<file path="config.mk">
export PLATFORM = sky130hd
export DESIGN_NAME = grevlut_top
export DESIGN_NICKNAME = d
export VERILOG_FILES = /design/src/rtl/grevlut_pkg.sv /design/src/rtl/grevlut_ctrl.sv /design/src/rtl/grevlut_dp.sv /design/src/rtl/grevlut_top.sv
export SDC_FILE = /design/constraint.sdc
export NUM_CORES = 1
export LEC_CHECK = 0
export BUFFER_PORTS_ARGS = -buffer_cell sky130_fd_sc_hd__buf_4
export CORE_MARGIN = 5
export CORE_UTILIZATION = 55
export CTS_CLUSTER_SIZE = 10
export DETAILED_ROUTE_END_ITERATION = 7
export PLACE_DENSITY = 0.72
export SETUP_SLACK_MARGIN = 0.2
export SLEW_MARGIN = 20
export SYNTH_ARGS = -nofsm -noshare
export SYNTH_HDL_FRONTEND = slang
export SYNTH_SLANG_ARGS = --single-unit
</file>
<file path="constraint.sdc">
create_clock -name clk -period 1.3 [get_ports clk]
set_input_delay 0.26 -clock clk [delete_from_list [all_inputs] [get_ports clk]]
set_output_delay 0.26 -clock clk [all_outputs]
set_load 0.01 [all_outputs]
</file>
<file path="src/rtl/grevlut_pkg.sv">
package grevlut_pkg;
  // Strobes the control stage hands to the datapath.
  typedef struct packed {
    logic       useSeed;
    logic       invert;
    logic [3:0] lutLo;
    logic [3:0] lutHi;
  } lutCtrlT;
endpackage

</file>
<file path="src/rtl/grevlut_ctrl.sv">
module grevlut_ctrl
  import grevlut_pkg::*;
#(
  parameter int DATA_W = 64,
  localparam int STAGES = $clog2(DATA_W)
) (
  input  logic [DATA_W-1:0] amount,
  input  logic              operandAbsent,
  input  logic              invert,
  input  logic [7:0]        imm,
  output lutCtrlT           ctrl,
  output logic [STAGES-1:0] stageEn
);
  // Only the low stage-select bits matter.
  logic unusedAmtHigh;
  assign unusedAmtHigh = ^amount[DATA_W-1:STAGES];

  assign stageEn      = amount[STAGES-1:0];
  assign ctrl.useSeed = operandAbsent;
  assign ctrl.invert  = invert;
  assign ctrl.lutLo   = imm[3:0];
  assign ctrl.lutHi   = imm[7:4];
endmodule

</file>
<file path="src/rtl/grevlut_dp.sv">
module grevlut_dp
  import grevlut_pkg::*;
#(
  parameter int DATA_W = 64,
  localparam int STAGES = $clog2(DATA_W)
) (
  input  logic [DATA_W-1:0] operand,
  input  lutCtrlT           ctrl,
  input  logic [STAGES-1:0] stageEn,
  output logic [DATA_W-1:0] outWord
);
  localparam logic [DATA_W-1:0] SEED_WORD = {(DATA_W/2){2'b01}};

  logic [STAGES:0][DATA_W-1:0] stageVal;

  // Starting value: seed or operand, optionally inverted.
  assign stageVal[0] = (ctrl.useSeed ? SEED_WORD : operand) ^ {DATA_W{ctrl.invert}};

  for (genvar s = 0; s < STAGES; s++) begin : gStage
    localparam int DIST = 1 << s;
    for (genvar j = 0; j < DATA_W; j++) begin : gBit
      localparam int PART = j ^ DIST;
      if ((j & DIST) != 0) begin : gUpper
        // Upper member: index is {lower bit, own bit} into high nibble.
        assign stageVal[s+1][j] = stageEn[s]
          ? ctrl.lutHi[{stageVal[s][PART], stageVal[s][j]}]
          : stageVal[s][j];
      end else begin : gLower
        // Lower member: index is {own bit, upper bit} into low nibble.
        assign stageVal[s+1][j] = stageEn[s]
          ? ctrl.lutLo[{stageVal[s][j], stageVal[s][PART]}]
          : stageVal[s][j];
      end
    end
  end

  assign outWord = stageVal[STAGES];
endmodule

</file>
<file path="src/rtl/grevlut_top.sv">
module grevlut_top
  import grevlut_pkg::*;
#(
  parameter int DATA_W = 64,
  localparam int STAGES = $clog2(DATA_W)
) (
  input  logic              clk,
  input  logic              rstN,
  input  logic              validIn,
  input  logic [DATA_W-1:0] operand,
  input  logic              operandAbsent,
  input  logic [DATA_W-1:0] amount,
  input  logic [7:0]        imm,
  input  logic              invert,
  output logic              validOut,
  output logic [DATA_W-1:0] result
);
  localparam logic [DATA_W-1:0] SEED_WORD = {(DATA_W/2){2'b01}};

  lutCtrlT           ctrl;
  logic [STAGES-1:0] stageEn;
  logic [DATA_W-1:0] dpOut;

  grevlut_ctrl #(.DATA_W(DATA_W)) i_ctrl (
    .amount(amount), .operandAbsent(operandAbsent), .invert(invert),
    .imm(imm), .ctrl(ctrl), .stageEn(stageEn)
  );

  grevlut_dp #(.DATA_W(DATA_W)) i_dp (
    .operand(operand), .ctrl(ctrl), .stageEn(stageEn), .outWord(dpOut)
  );

  always_ff @(posedge clk or negedge rstN) begin
    if (!rstN) begin
      validOut <= 1'b0;
      result   <= '0;
    end else begin
      validOut <= validIn;
      if (validIn) result <= dpOut;
    end
  end

  // one-cycle latency and hold when idle
  assert_valid_follow_R2: assert property (@(posedge clk) disable iff (!rstN)
    validIn |=> validOut);
  assert_idle_hold_R2: assert property (@(posedge clk) disable iff (!rstN)
    !validIn |=> (!validOut && $stable(result)));
  // no stage enabled passes the operand through
  assert_bypass_R3: assert property (@(posedge clk) disable iff (!rstN)
    (validIn && amount[STAGES-1:0] == '0 && !operandAbsent && !invert)
      |=> result == $past(operand));
  // seed start value
  assert_seed_R5: assert property (@(posedge clk) disable iff (!rstN)
    (validIn && amount[STAGES-1:0] == '0 && operandAbsent && !invert)
      |=> result == SEED_WORD);
  // the reverse table only permutes, so the ones count is kept
  assert_grev_popcount_R7: assert property (@(posedge clk) disable iff (!rstN)
    (validIn && imm == 8'hCA && !operandAbsent && !invert)
      |=> $countones(result) == $countones($past(operand)));
  // the OR-combine table never clears a bit that was set
  assert_gorc_cover_R8: assert property (@(posedge clk) disable iff (!rstN)
    (validIn && imm == 8'hEE && !operandAbsent && !invert)
      |=> (result & $past(operand)) == $past(operand));
endmodule

</file>
==> impl_metrics.toml, run 1 <==
[status]
status = "stopped before the end"
haltStage = "5_1_grt"
error = "[ERROR GRT-0116] Global routing finished with congestion. Check the congestion regions in the DRC Viewer."

[placed_design]
globalplace.congestion = 1.16
place_hpwl_mm = 105
port_buffers = 147
place_inst = 4587
postPlaceCellArea_mm2 = 0.0329

[grt]
grt_overflow = 371
grt_max_degree = 46
track_usage_pct = 84.2
grt_pass1_vias = 44100
grt_pass1_wl_mm = 297

[yosys]
synth-edff-count = 0
syn_area_mm2 = 0.0224
async_reset_ff_share_pct = 100
ys_ff_latch = 65
postSynthAreaPerCell_um2 = 7.28
syn_nets = 3218
ys_warn_count = 0
yosysSeqAreaShare_pct = 7.26
yosys.cell_types.count = 103
syn-instance-count = 3077
synth_ff_type = "dfrtp_1"

[clocking]
clk_path_buf_depth = 2
cts_sinks = 65
root_buffer = "clkbuf_16"
h-tree-depth = 3
cts-buffers-inserted = 9

[floorplan]
num_rows = 74
io_pins = 206
die_w_um = 212
start_util_pct = 55.2
die-height_um = 212
[per-stage QoR]
step	worst slack, ns	util (%)	hold slack, ns
after detailed placement	-3.51	81.1	0.171
after CTS	-2.64	92.9	0.374
after floorplan	-2.72	-	-0.0356
after global placement	-3.44	81.1	0.163
[Yosys cell counts, drive strengths merged, types with 12 or more instances]
cell | count | area (um2)
mux2i | 502 | 5270
nand2 | 246 | 923
nor2 | 239 | 922
o21ai | 236 | 1180
a21oi | 206 | 1040
clkbuf | 200 | 752
buf | 104 | 711
nand3 | 97 | 485
o211ai | 81 | 623
nor3 | 78 | 395
a211oi | 68 | 546
dfrtp | 65 | 1630
a31oi | 63 | 413
xnor2 | 55 | 519
nor2b | 45 | 282
nand2b | 44 | 275
o21a | 44 | 330
o22ai | 43 | 288
or3 | 36 | 225
and3 | 33 | 206
a21o | 31 | 234
inv | 31 | 116
and2 | 29 | 181
o221ai | 29 | 260
or2 | 29 | 181
mux4 | 27 | 608
a311oi | 26 | 228
o31ai | 24 | 180
o32ai | 24 | 270
mux2 | 23 | 259
a211o | 21 | 184
o211a | 21 | 210
a22oi | 20 | 183
o221a | 19 | 214
a2111oi | 16 | 146
o2111ai | 15 | 131
nand3b | 13 | 97.6
a221oi | 12 | 105
o311ai | 12 | 105
[repair_timing]
item,CTS
gates cloned,13
resized for setup,664
pin swaps,143
hold buffers,1
buffers inserted,137
hold endpoints to repair,18
endpoints found under the setup margin,129
[metal layers]
layer / GRT usage (%) / overflow
met1: 84.3 / 8
met4: 83.2 / 163
met5: 38.7 / 1
met3: 73.5 / 9
met2: 97.0 / 190
[cell families after synthesis]
| family | count (synthesis) | synth area share, % |
|---|---|---|
| AOI/OAI and AO/OA | 1118 | 35.2 |
| and+or+nand+nor | 946 | 20.7 |
| muxes | 552 | 27.4 |
| buffers and inverters | 341 | 7.15 |
| DFF | 65 | 7.26 |
| xor gates and xnor gates | 55 | 2.32 |
==> run 2: changes to the inputs <==
--- a/config.mk
+++ b/config.mk
@@ -7,11 +7,9 @@
 export LEC_CHECK = 0
 export BUFFER_PORTS_ARGS = -buffer_cell sky130_fd_sc_hd__buf_4
 export CORE_MARGIN = 5
-export CORE_UTILIZATION = 55
-export CTS_CLUSTER_SIZE = 10
+export CORE_UTILIZATION = 40
 export DETAILED_ROUTE_END_ITERATION = 7
-export PLACE_DENSITY = 0.72
-export SETUP_SLACK_MARGIN = 0.2
+export PLACE_DENSITY_LB_ADDON = 0.15
 export SLEW_MARGIN = 20
 export SYNTH_ARGS = -nofsm -noshare
 export SYNTH_HDL_FRONTEND = slang
==> run 2 against run 1 <==
The flow now finishes, with violations (setup timing). Synthesized cell count is the same. Area after synthesis is the same.
==> impl_metrics.toml, run 2 <==
[status]
status = "finished, violations left"
violations = "setup timing"

[detailed_routing]
final_antenna_net_count = 0
drcViolationCount = 0
via_per_inst = 6.85
vias = 34200
wl_mm = 148
wl_per_cell_um = 29.6
drtIter0Drc = 4626
firstDrtPassIters = 8

[final_layout]
top_register = "result"
area_growth_pct = 78.9
largest_reg_flops = 64
drive_gt1_share_pct = 55.5
fin_nets = 4390
final_cell_mix = "buf_4, mux2i_1, nand2_1, nor2_1, a21oi_1"
top_regs = "result x64, validOut x1"
final_common_cell = "buf_4"
antennaDiodeCount = 0

[yosys]
yosys.cell_types.count = 103
postSynthAreaPerCell_um2 = 7.28
syn-instance-count = 3077
synth_most_common_cell = "mux2i_1"
synth_ff_type = "dfrtp_1"
yosysSeqAreaShare_pct = 7.26
ys_warn_count = 0
synth_common_cells = "mux2i_1, nand2_1, nor2_1, o21ai_0, a21oi_1"
yosysTopAreaCellShare_pct = 20.8
synth-edff-count = 0
synth_area_leaders = "mux2i_1, dfrtp_1, o21ai_0, a21oi_1, nand2_1"
async_reset_ff_share_pct = 100
ys_ff_latch = 65
syn_nets = 3218
syn_area_mm2 = 0.0224
synth.largest_area_cell = "mux2i_1"

[clocking]
cts-buffers-inserted = 9
root_buffer = "clkbuf_16"
cts_sinks = 65
insertion_delay_ns = 0.37
cts_tree = "yes"
h-tree-depth = 3
path_clk_slew_ns = 0.07
clk_path_buf_depth = 2

[critical_path]
cp-end-kind = "register"
setup.worst_path.start_class = "input port"
cp_data_required_time_ns = 1.59
path_class = "input port to register"
worstPathArrival_ns = 4.38
cp_max_fo = 7

[grt]
grt_max_degree = 66
grt_overflow = 0
antenna_found_initial = 4
grt_pass1_wl_mm = 209
track_usage_pct = 45.1
grt_pass1_vias = 32200

[floorplan]
die-area_mm2 = 0.0608
die_w_um = 247
die-height_um = 247
core-area_mm2 = 0.0553
io_pins = 206
start_util_pct = 40.5
num_rows = 86

[timing]
worstMarginPinSlew_ns = 0.625
finalCritPeriodShare_pct = 315
slew_headroom_pct = 58.2
min_period_ns = 4.09
rsz0062_at_grt = "true"
finalHoldViolCount = 0
setup_violations = 65
fin_ws_ns = -2.79
max_freq_mhz = 244
slew_violations = 0
tns_ns = -170.53
skew_ns = 0
fin_hold_ws_ns = 0.435

[power]
power.static_leakage_uw = 0.0168
power_uw = 43500
power.density_mw_per_mm2 = 1090
ir_drop_uv = 1060

[run]
maxCapViolations = 0

[worst_hold_path]
hp-class = "input port to async pin"

[placed_design]
port_buffers = 147
place_hpwl_mm = 113
globalplace.congestion = 1.11
## run 2: cell counts after synthesis
No cell type changed its count.
## run 2: logic make-up after synthesis
kind of cell,count (synthesis),share of synthesized area [%]
AO/OA/AOI/OAI,1118,35.2
XOR/XNOR,55,2.32
AND/OR/NAND/NOR,946,20.7
buffers and inverters,341,7.15
flip-flops,65,7.26
multiplexers,552,27.4
## run 2: path summary, 6_finish.rpt
kind	start	to	slack (ns)	cells after the start
setup / recovery	invert	result[40]	-2.79	21
hold / removal	rstN	validOut	0.43	3
setup reg to reg	result[45]	result[45]	0.27	3
hold reg to reg	result[5]	result[5]	0.48	1
max in group asynchronous	rstN	result[46]	0.51	3
min in group clk	validIn	validOut	0.44	2
## run 2: critical path, stage by stage
cell and delay [ns]:
buf_12 0.13, buf_12 0.15, buf_12 0.12, a21bo_4 0.31, buf_4 0.18, o221a_2 0.25, nand2_1 0.11, a221o_1 0.39
a211oi_4 0.50, a22oi_4 0.15, buf_6 0.17, mux2i_2 0.16, a211oi_4 0.29, buf_12 0.17, buf_4 0.11, mux2i_1 0.08
mux2i_2 0.24, buf_12 0.14, mux2i_1 0.18, o22ai_1 0.11, a21oi_1 0.15
## run 2: cell type report
type / count / area, um2
flip-flops and latches: 65 / 1630
inverters: 37 / 149
multi-input cells: 2671 / 24400
well taps: 748 / 936
fillers: 4316 / 15200
clock inverters: 7 / 100
repair buffers: 1465 / 12600
clock buffers: 9 / 225
## run 2: what timing repair did
action / CTS / global route
pin swaps: 125 / 144
setup buffers: 78 / 94
endpoints found under the hold margin: 65 / 0
gates cloned: 5 / 5
hold buffers: 1 / 0
endpoints found under the setup margin: 65 / 68
gates resized for setup: 454 / 520
## run 2: power by group
| group | leakage, uW | total (uW) | switching, uW | internal [uW] |
|---|---|---|---|---|
| clock | 0.000161 | 2820 | 1120 | 1700 |
| sequential | 0.000744 | 3820 | 936 | 2890 |
| combinational | 0.0158 | 36900 | 18500 | 18400 |
| total | 0.0168 | 43500 | 20500 | 23000 |
## run 2: metrics by stage
step / instances / instance area (um2) / setup slack [ns] / utilization, %
CTS: 4912 / 36600 / -2.67 / 66.2
finish: 5002 / 40100 / -2.79 / 72.5
floorplan: 3077 / 23500 / -2.72 / -
global placement: 4820 / 33300 / -3.50 / 60.3
global route: 5002 / 40100 / -2.89 / 72.5
detailed placement: 4820 / 33300 / -3.59 / 60.3
## run 2: routing by layer
| metal | share of wire (%) | track usage, % |
|---|---|---|
| met5 | 0.018 | 0 |
| met4 | 5.4 | 17.1 |
| met3 | 14 | 15.4 |
| met2 | 41 | 65.9 |
| met1 | 39 | 61.3 |
Power figures use the tool's default switching activity.
